===== src/rtl/sos_pkg.sv =====
package sos_pkg;
  localparam int MODE_W = 3;

  typedef enum logic [2:0] {
    ST_IDLE,
    ST_REG,
    ST_PTR,
    ST_FDISP,
    ST_INDEX,
    ST_FPTR,
    ST_FOPND
  } sos_state_e;

  localparam logic [MODE_W-1:0] M_REG   = 3'd0;
  localparam logic [MODE_W-1:0] M_DEF   = 3'd1;
  localparam logic [MODE_W-1:0] M_AINC  = 3'd2;
  localparam logic [MODE_W-1:0] M_AINCD = 3'd3;
  localparam logic [MODE_W-1:0] M_ADEC  = 3'd4;
  localparam logic [MODE_W-1:0] M_ADECD = 3'd5;
  localparam logic [MODE_W-1:0] M_IDX   = 3'd6;
  localparam logic [MODE_W-1:0] M_IDXD  = 3'd7;
endpackage


===== src/rtl/sos_ctrl.sv =====
module sos_ctrl
  import sos_pkg::*;
(
  input  sos_state_e              state_q,
  input  logic                    start_i,
  input  logic [MODE_W-1:0]       new_mode_i,
  input  logic [MODE_W-1:0]       mode_q,
  input  logic                    ack_i,
  output sos_state_e              state_d
);
  logic deferred;
  logic indexed;

  assign deferred = (mode_q == M_AINCD) || (mode_q == M_ADECD);
  assign indexed  = (mode_q == M_IDX) || (mode_q == M_IDXD);

  always_comb begin
    state_d = state_q;
    unique case (state_q)
      ST_IDLE: begin
        if (start_i) begin
          state_d = (new_mode_i == M_REG) ? ST_REG : ST_PTR;
        end
      end
      ST_REG:   state_d = ST_IDLE;
      ST_PTR: begin
        if (indexed)       state_d = ST_FDISP;
        else if (deferred) state_d = ST_FPTR;
        else               state_d = ST_FOPND;
      end
      ST_FDISP: if (ack_i) state_d = ST_INDEX;
      ST_INDEX: state_d = (mode_q == M_IDXD) ? ST_FPTR : ST_FOPND;
      ST_FPTR:  if (ack_i) state_d = ST_FOPND;
      ST_FOPND: if (ack_i) state_d = ST_IDLE;
      default:  state_d = ST_IDLE;
    endcase
  end
endmodule


===== src/rtl/sos_ptr_upd.sv =====
module sos_ptr_upd
  import sos_pkg::*;
#(
  parameter int DW = 16
) (
  input  logic [MODE_W-1:0] mode_i,
  input  logic [DW-1:0]     base_i,
  output logic [DW-1:0]     addr_o,
  output logic [DW-1:0]     wval_o,
  output logic              we_o
);
  localparam logic [DW-1:0] STEP = DW'(DW / 8);

  always_comb begin
    addr_o = base_i;
    wval_o = base_i;
    we_o   = 1'b0;
    unique case (mode_i)
      M_AINC, M_AINCD, M_IDX, M_IDXD: begin
        wval_o = base_i + STEP;
        we_o   = 1'b1;
      end
      M_ADEC, M_ADECD: begin
        addr_o = base_i - STEP;
        wval_o = base_i - STEP;
        we_o   = 1'b1;
      end
      default: ;
    endcase
  end
endmodule


===== src/rtl/src_opnd_seq.sv =====
module src_opnd_seq
  import sos_pkg::*;
#(
  parameter int DW   = 16,
  parameter int NREG = 8
) (
  input  logic                          clk,
  input  logic                          rst_n,
  input  logic                          start_i,
  input  logic [MODE_W+$clog2(NREG)-1:0] spec_i,
  output logic [$clog2(NREG)-1:0]       rf_raddr_o,
  input  logic [DW-1:0]                 rf_rdata_i,
  output logic                          rf_we_o,
  output logic [$clog2(NREG)-1:0]       rf_waddr_o,
  output logic [DW-1:0]                 rf_wdata_o,
  output logic                          mem_req_o,
  output logic [DW-1:0]                 mem_addr_o,
  input  logic                          mem_ack_i,
  input  logic [DW-1:0]                 mem_rdata_i,
  output logic                          busy_o,
  output logic                          done_o,
  output logic [DW-1:0]                 opnd_o
);
  localparam int RW = $clog2(NREG);
  localparam logic [RW-1:0] PC_IDX = RW'(NREG - 1);

  sos_state_e        state_q, state_d;
  logic [MODE_W-1:0] mode_q;
  logic [RW-1:0]     rn_q;
  logic [DW-1:0]     addr_q, addr_d;
  logic [DW-1:0]     disp_q;
  logic [DW-1:0]     opnd_q, opnd_d;
  logic              done_q, done_d;

  logic              accept;
  logic              addr_en, disp_en, opnd_en;
  logic [DW-1:0]     upd_addr, upd_wval;
  logic              upd_we;
  logic              fetch_pc;

  sos_ctrl u_ctrl (
    .state_q    (state_q),
    .start_i    (start_i),
    .new_mode_i (spec_i[RW +: MODE_W]),
    .mode_q     (mode_q),
    .ack_i      (mem_ack_i),
    .state_d    (state_d)
  );

  sos_ptr_upd #(.DW(DW)) u_upd (
    .mode_i (mode_q),
    .base_i (rf_rdata_i),
    .addr_o (upd_addr),
    .wval_o (upd_wval),
    .we_o   (upd_we)
  );

  assign accept   = (state_q == ST_IDLE) && start_i;
  assign fetch_pc = (state_q == ST_PTR) && ((mode_q == M_IDX) || (mode_q == M_IDXD));

  assign rf_raddr_o = fetch_pc ? PC_IDX : rn_q;
  assign rf_we_o    = (state_q == ST_PTR) && upd_we;
  assign rf_waddr_o = rf_raddr_o;
  assign rf_wdata_o = upd_wval;

  assign mem_req_o  = (state_q == ST_FDISP) || (state_q == ST_FPTR) || (state_q == ST_FOPND);
  assign mem_addr_o = addr_q;
  assign busy_o     = (state_q != ST_IDLE);
  assign done_o     = done_q;
  assign opnd_o     = opnd_q;

  always_comb begin
    addr_en = 1'b0;
    addr_d  = addr_q;
    unique case (state_q)
      ST_PTR:   begin addr_en = 1'b1; addr_d = upd_addr; end
      ST_INDEX: begin addr_en = 1'b1; addr_d = rf_rdata_i + disp_q; end
      ST_FPTR:  begin addr_en = mem_ack_i; addr_d = mem_rdata_i; end
      default: ;
    endcase
  end

  assign disp_en = (state_q == ST_FDISP) && mem_ack_i;

  always_comb begin
    opnd_en = 1'b0;
    opnd_d  = opnd_q;
    if (state_q == ST_REG) begin
      opnd_en = 1'b1;
      opnd_d  = rf_rdata_i;
    end else if ((state_q == ST_FOPND) && mem_ack_i) begin
      opnd_en = 1'b1;
      opnd_d  = mem_rdata_i;
    end
  end

  assign done_d = opnd_en;

  always_ff @(posedge clk or negedge rst_n) begin
    if (!rst_n) begin
      state_q <= ST_IDLE;
      done_q  <= 1'b0;
    end else begin
      state_q <= state_d;
      done_q  <= done_d;
    end
  end

  always_ff @(posedge clk or negedge rst_n) begin
    if (!rst_n) begin
      mode_q <= '0;
      rn_q   <= '0;
    end else if (accept) begin
      mode_q <= spec_i[RW +: MODE_W];
      rn_q   <= spec_i[RW-1:0];
    end
  end

  always_ff @(posedge clk or negedge rst_n) begin
    if (!rst_n)       addr_q <= '0;
    else if (addr_en) addr_q <= addr_d;
  end

  always_ff @(posedge clk or negedge rst_n) begin
    if (!rst_n)       disp_q <= '0;
    else if (disp_en) disp_q <= mem_rdata_i;
  end

  always_ff @(posedge clk or negedge rst_n) begin
    if (!rst_n)       opnd_q <= '0;
    else if (opnd_en) opnd_q <= opnd_d;
  end
endmodule


===== config.mk =====
export PLATFORM = sky130hd
export DESIGN_NAME = src_opnd_seq
export DESIGN_NICKNAME = d
export VERILOG_FILES = /design/src/rtl/sos_pkg.sv /design/src/rtl/sos_ctrl.sv /design/src/rtl/sos_ptr_upd.sv /design/src/rtl/src_opnd_seq.sv
export SDC_FILE = /design/constraint.sdc
export NUM_CORES = 1
export LEC_CHECK = 0
export BUFFER_PORTS_ARGS = -buffer_cell sky130_fd_sc_hd__buf_4
export CORE_ASPECT_RATIO = 0.8
export CORE_MARGIN = 2
export CORE_UTILIZATION = 59
export DETAILED_ROUTE_END_ITERATION = 16
export PLACE_DENSITY = 0.86
export SYNTH_ARGS = -nofsm -noshare
export SYNTH_HDL_FRONTEND = slang
export SYNTH_SLANG_ARGS = --single-unit

===== constraint.sdc =====
create_clock -name clk -period 6.05 [get_ports clk]
set_input_delay 0.605 -clock clk [delete_from_list [all_inputs] [get_ports clk]]
set_output_delay 0.605 -clock clk [all_outputs]
set_load 0.01 [all_outputs]

After elaboration in Yosys (flattened, before gate mapping) --
Cells that the tools add are included.
Storage, ports and cells: flip-flop bits (word level) 58, word-level logic and storage cells 66
Operators by class: add/subtract/negate cells 3, equality and inequality tests 16, multiplexer cells 19, reduce and logical (&&, ||, !) cells 21
Operator list (number):
- two-way mux 16 bit | 3
- one-hot mux 16 bit (3 select lines) | 1
- one-hot mux 16 bit (2 select lines) | 1
- equality test 3 bit, second input constant | 7
- two-way mux 3 bit | 6
- one-hot mux 3 bit (6 select lines) | 1
- adder 16 bit | 1
- adder 16 x 2 -> 16 bit, second input constant | 1
- subtractor 16 x 2 -> 16 bit, second input constant | 1
- equality test 3 x 2 -> 1 bit, second input constant | 4
- != test 2 bit, second input constant | 4
- zero test 3 bit | 2
- two-way mux 2 bit | 3
- nonzero test 3 bit | 2
- OR reduction 6 bit | 1
- logical AND 1 bit | 5
- logical OR 1 bit | 4
- AND reduction 2 bit | 2
- AND reduction 4 bit | 1
- OR reduction 2 bit | 2
- OR reduction 4 bit | 1
- equality test 3 x 1 -> 1 bit, second input constant | 1
- two-way mux 1 bit | 3
- one-hot mux 1 bit (2 select lines) | 1
- nonzero test 2 bit | 1

Logic depth before layout (Yosys ltp) --
depth in word-level cells 5, gate-level depth with buffers 9, depth with buffers taken out 9

Cells and area by module --
A second synthesis with hierarchy kept.
Unflattened totals: cells, all modules 518, area total of the unflattened synthesis 4578.1 um^2
Modules (own cells, without submodules):
- src_opnd_seq | times used 1, cells each 366, area an instance 3520.9 um^2, seq. area each 1451.4 um^2
- sos_ptr_upd | times used 1, cells each 122, area an instance 854.6 um^2, seq. area each 0.0 um^2
- sos_ctrl | times used 1, cells each 30, area an instance 202.7 um^2, seq. area each 0.0 um^2

Least setup slack after synthesis --
OpenSTA, ideal clock, no wires.
path type input to output, start point input port rf_rdata_i[6], end point output port rf_wdata_o[14], data arrival time 2.163 ns, data required time 5.445 ns, slack 3.282 ns, stages on the path 6, path through buf_2 > or4_4 > nor4_4 > and4bb_2 > a31oi_1 > xnor2_1
On the way: word-level cells in the longest chain between the ends 2
Ends and longest elaborated chain:
- start: declaration | line src_opnd_seq.sv:12 | input logic [DW-1:0] rf_rdata_i,
- subtractor 16 x 2 -> 16 bit or adder 16 x 2 -> 16 bit (tied branches) | line sos_ptr_upd.sv:25, sos_ptr_upd.sv:20
- one-hot mux 16 bit (2 select lines) (*) | line sos_ptr_upd.sv:18 | unique case (mode_i)
- end: declaration | line src_opnd_seq.sv:15 | output logic [DW-1:0] rf_wdata_o,
Mark *: on every way between the ends. The rest lies on a longest branch, timed or not.

Final worst setup path --
start point register state_q[0], end point register opnd_q[13], in the netlist opnd_o[13]
On the way: word-level cells in the longest chain between the ends 5
Ends and longest elaborated chain:
- start: declaration | line src_opnd_seq.sv:27 | sos_state_e state_q, state_d;
- start signal: assignment | line src_opnd_seq.sv:104 | state_q <= state_d;
- equality test 3 bit | line src_opnd_seq.sv:91 | end else if ((state_q == ST_FOPND) && mem_ack_i) begin
- logical AND 1 bit | line src_opnd_seq.sv:91
- two-way mux 1 bit | line src_opnd_seq.sv:91
- two-way mux 1 bit | line src_opnd_seq.sv:88 | if (state_q == ST_REG) begin
- AND reduction 2 bit (no source line)
- end signal: assignment | line src_opnd_seq.sv:131 | else if (opnd_en) opnd_q <= opnd_d;
- end: declaration | line src_opnd_seq.sv:32 | logic [DW-1:0] opnd_q, opnd_d;
Several ways; a longest one is shown, not always the timed one. A chain may end at the register's enable or synchronous reset.

==> results.txt <==
STA classifies the critical path endpoint as a flip-flop. Yosys printed 0 warnings. The logs give 0 for the count of pins over their slew limit and 0.283 GHz for the highest attainable clock frequency. The first global-routing pass estimated 19.4 mm of wire. After clock tree synthesis, the setup repair step added 0 buffers. The part of the cycle the worst path needs was 58.3%.

After synthesis, the largest family of logic cells by area is simple AND/OR/NAND/NOR gates. Global routing consumed, over all layers together, 31.9% of the routing resources. The worst path buffer plus inverter count is 2, and the total grt overflow is 0. The worst setup path is launched from a flip-flop. The detail route stage leaves a number of antenna-violating nets equal to 0.

The synthesized area was 4260 um^2. Setup repair after global routing left no endpoint under its margin. The die is 99.0 um wide. The area of the core came out at 6930 um^2. Final instance count without filler cells: 652.

Number of placed I/O pins: 100. The sequential share of power is 31.2%. The average cell area after synthesis came out at 8.80 um^2. By startpoint and endpoint, the worst setup path is classified as flip-flop to flip-flop.

For this design the total switching power over the nets is 993 uW. The number of antenna violations at the first check in global routing came out at 0. The die covers 7920 um^2.

After clock tree synthesis, the repair step resized 0 gates. The number of global-route vias before repair is 3,734, and the number of hold-slack violations in the final timing report is 0. The tools report the largest net degree at the start of global routing as 59. The fraction of the mapped netlist area in adder cells came out at 5.76%. For the data arrival time of the critical path, the log shows 3.70 ns. For this block, the initial DRC count from the detailed router was 365. At the end of routability-driven placement, the weighted congestion stood at 0.889. The longest clock path from root to sink contains 2 buffers. After technology mapping, the gate count stands at 484.

The internal power of the cells totals 1340 uW. The worst-margin pin slew was 1.15 ns; the post-synth net total was 545. The H-tree was split into 3 levels. For the number of iterations in the first detailed-routing pass, the log shows 5.

The switching share of power works out to 42.7%. The most common flop cell mapped by yosys was sky130_fd_sc_hd__dfrtp_1. The signal on the critical path passes through clkinv_1, nor3_2, buf_4, o21bai_2, a21oi_1. The average via count per standard cell was 6.19; the row count was 27. The async set-reset flop share out of synthesis is 100%, and the leakage component of the power is 0.00233 uW. The starting density of the core came out at 61.5%. The number of placed instances, taps included, is 636. In the final routed layout, each cell accounts on average for 18.5 um. The count of buffers added on input and output ports is 99. Setup violations remaining at the end of the flow were counted as 0. The tools report the launch point of the worst reg-to-reg path as state_q[0]. Total clock buffers created by CTS: 9. Summing the sequential cell areas from Yosys gives 34.1% of the chip area. The number of flip-flops and latches in the synthesized netlist was 58. In the routed design, unresolved DRC markers number 0. Summing the areas of all compound-gate instances in the mapped netlist gives 17.7% of the synthesized area. The share of total power dissipated in the clock network is 16.3%.

Slowest stage cell on the critical path: sky130_fd_sc_hd__dfrtp_1. The time the final worst path needs with I/O delays and setup is 3.53 ns. For the total negative slack for setup checks, the log shows 0 ns. After synthesis, the share of cell area in mux cells is 10.8%. Of the total synthesized cell area, the portion taken by XOR and XNOR cells is 8.61%. The share of final-layout standard cells stronger than drive strength 1 is 27.8%. Clock latency on the worst-skew pair, taken at its later pin, is 0.36 ns. The count of nets after finishing was 621.

The vertical extent of the die came out at 80.0 um. The min-delay analysis places its worst path in the category input pin to asynchronous set/reset pin. The clock arrives with 0.0135 ns of skew.

The clock net sink count is 58, and the max capacitance violation total is 0. Yosys mapped a number of flops with a built-in enable equal to 0. In this run the power density over the cells is 451 nW/um^2. The tools report the clock root buffer as sky130_fd_sc_hd__clkbuf_8. Counting distinct cell types in the post-synthesis netlist gives 59. The tools report the first element of the critical path as state_q[0]. Final HPWL from detailed placement: 8.79 mm. The final wirelength is 12.1 mm, and the layout-stage area growth over the synthesis result is 21.2%.

The synthesized netlist devotes 18.2% of its cell area to simple gates. The design draws 2330 uW. IR analysis of the VDD net gives a maximum drop of 0.302 mV.

The logs give 0 for the number of antenna diodes and 0 for the quantity of hold-fixing buffers added after cts. The flow ran to the end, and the final reports show no timing, DRC or antenna violations. After clock tree synthesis, the clock-pin slew on the worst setup and hold paths is 0.07 ns.

Detailed routing inserted a total of 4,033 vias. The largest single stage delay on the critical path is 1.02 ns. The combinational fraction of design power was 52.5%; the highest fanout seen on the critical path was 33. TritonCTS built the clock tree.

The tools report the relative max-transition margin as 23.2%. At the worst endpoint, the required time is 6.23 ns. Largest delay contributor family on the critical path: flip-flops.
==> worst register-to-register path, cell delays in order, from the launching register on <==
cell and delay (ns):
sky130_fd_sc_hd__dfrtp_1 1.02, sky130_fd_sc_hd__clkinv_1 0.50, sky130_fd_sc_hd__nor3_2 0.78, sky130_fd_sc_hd__buf_4 0.37, sky130_fd_sc_hd__o21bai_2 0.49, sky130_fd_sc_hd__a21oi_1 0.18
==> cell families after synthesis <==
group | after synthesis
compound gates | 126
xor+xnor | 41
fa+ha+maj | 19
buf+inv | 44
flops | 58
mux | 43
simple gates | 153
==> metrics by stage <==
step	hold slack [ns]	area [um^2]	utilization (%)	setup WS, ns
floorplan	0.309	4260	-	3.28
global placement	0.464	4950	71.5	2.78
detailed placement	0.476	4950	71.5	2.64
CTS	0.336	5160	74.5	2.62
global route	0.376	5160	74.5	2.25
finish	0.306	5160	74.5	2.52
==> synth_stat cells, types with 2 or more instances <==
master	number	area, um^2
sky130_fd_sc_hd__a211oi_1	4	30.0
sky130_fd_sc_hd__a21o_1	7	52.6
sky130_fd_sc_hd__a21oi_1	45	225
sky130_fd_sc_hd__a221o_1	2	20.0
sky130_fd_sc_hd__a221oi_1	4	35.0
sky130_fd_sc_hd__a31oi_1	5	31.3
sky130_fd_sc_hd__and2_1	2	12.5
sky130_fd_sc_hd__and3_1	7	43.8
sky130_fd_sc_hd__buf_1	3	11.3
sky130_fd_sc_hd__buf_2	7	35.0
sky130_fd_sc_hd__buf_4	5	37.5
sky130_fd_sc_hd__buf_6	2	22.5
sky130_fd_sc_hd__clkbuf_1	19	71.3
sky130_fd_sc_hd__dfrtp_1	58	1450
sky130_fd_sc_hd__ha_1	18	225
sky130_fd_sc_hd__inv_1	7	26.3
sky130_fd_sc_hd__mux2_2	23	259
sky130_fd_sc_hd__mux2i_1	20	200
sky130_fd_sc_hd__nand2_1	41	154
sky130_fd_sc_hd__nand2b_1	3	18.8
sky130_fd_sc_hd__nand3_1	14	70.1
sky130_fd_sc_hd__nand4_1	5	31.3
sky130_fd_sc_hd__nor2_1	50	188
sky130_fd_sc_hd__nor2b_1	3	18.8
sky130_fd_sc_hd__nor3_1	6	30.0
sky130_fd_sc_hd__nor3b_1	2	15.0
sky130_fd_sc_hd__o211ai_1	6	45.0
sky130_fd_sc_hd__o21a_1	2	15.0
sky130_fd_sc_hd__o21ai_0	36	180
sky130_fd_sc_hd__o21bai_1	5	37.5
sky130_fd_sc_hd__o22a_1	2	17.5
sky130_fd_sc_hd__or2_2	3	18.8
sky130_fd_sc_hd__or3_1	3	18.8
sky130_fd_sc_hd__or4_4	2	22.5
sky130_fd_sc_hd__xnor2_1	24	210
sky130_fd_sc_hd__xor2_1	16	140
==> final timing paths <==
check / depth (start not counted) / slack (ns) / end
max reg2reg: 5 / 2.52 / opnd_o[13]
max: 5 / 2.52 / opnd_o[13]
min reg2reg: 2 / 0.49 / mem_addr_o[4]
min in group clk: 2 / 0.48 / rn_q[0]
min: 1 / 0.31 / disp_q[4]
max in group asynchronous: 1 / 5.23 / disp_q[8]
==> final cells by class <==
| class | instances | area [um^2] |
|---|---|---|
| Clock inverter | 4 | 50.0 |
| Tap cell | 87 | 109 |
| Clock buffer | 12 | 155 |
| Fill cell | 516 | 1770 |
| Multi-Input combinational cell | 382 | 2610 |
| Sequential cell | 58 | 1450 |
| Timing Repair Buffer | 101 | 758 |
| Inverter | 8 | 30.0 |
==> layout by cell type, fill, tap and decap left out, types with 4 or more instances in the layout <==
| cell | Yosys | final |
|---|---|---|
| sky130_fd_sc_hd__a211oi_1 | 4 | 4 |
| sky130_fd_sc_hd__a21o_1 | 7 | 7 |
| sky130_fd_sc_hd__a21oi_1 | 45 | 44 |
| sky130_fd_sc_hd__a221oi_1 | 4 | 4 |
| sky130_fd_sc_hd__a31oi_1 | 5 | 5 |
| sky130_fd_sc_hd__and3_1 | 7 | 7 |
| sky130_fd_sc_hd__buf_4 | 5 | 101 |
| sky130_fd_sc_hd__clkbuf_8 | 0 | 11 |
| sky130_fd_sc_hd__dfrtp_1 | 58 | 58 |
| sky130_fd_sc_hd__ha_1 | 18 | 18 |
| sky130_fd_sc_hd__inv_1 | 7 | 7 |
| sky130_fd_sc_hd__mux2_2 | 23 | 23 |
| sky130_fd_sc_hd__mux2i_1 | 20 | 20 |
| sky130_fd_sc_hd__nand2_1 | 41 | 41 |
| sky130_fd_sc_hd__nand3_1 | 14 | 14 |
| sky130_fd_sc_hd__nand4_1 | 5 | 5 |
| sky130_fd_sc_hd__nor2_1 | 50 | 50 |
| sky130_fd_sc_hd__nor3_1 | 6 | 6 |
| sky130_fd_sc_hd__o211ai_1 | 6 | 6 |
| sky130_fd_sc_hd__o21ai_0 | 36 | 36 |
| sky130_fd_sc_hd__o21bai_1 | 5 | 4 |
| sky130_fd_sc_hd__xnor2_1 | 24 | 24 |
| sky130_fd_sc_hd__xor2_1 | 16 | 16 |
==> flip-flops by register name (all words and copies together) (netlist names) <==
name        cells
mem_addr_o     16
disp_q         16
opnd_o         16
rn_q            3
mode_q          3
state_q         3
done_o          1
==> power groups by stage <==
stage	Combinational [uW]	Clock [uW]	Sequential, uW
6_report	1220	380	727
5_1_grt	1330	403	747
4_1_cts	1210	385	722
3_5_place_dp	1200	0	723
3_3_place_gp	1170	0	717
2_1_floorplan	782	0	699
==> metal layers <==
metal | GRT usage [%] | part of all wire, % | up-vias
met2 | 50.3 | 45 | 247
met1 | 44.2 | 43 | 1892
li1 | - | - | 1869
met3 | 7.09 | 11 | 25
met4 | 9.45 | 1.6 | 0
met5 | 0 | 0 | -
Power figures use the tool's default switching activity.
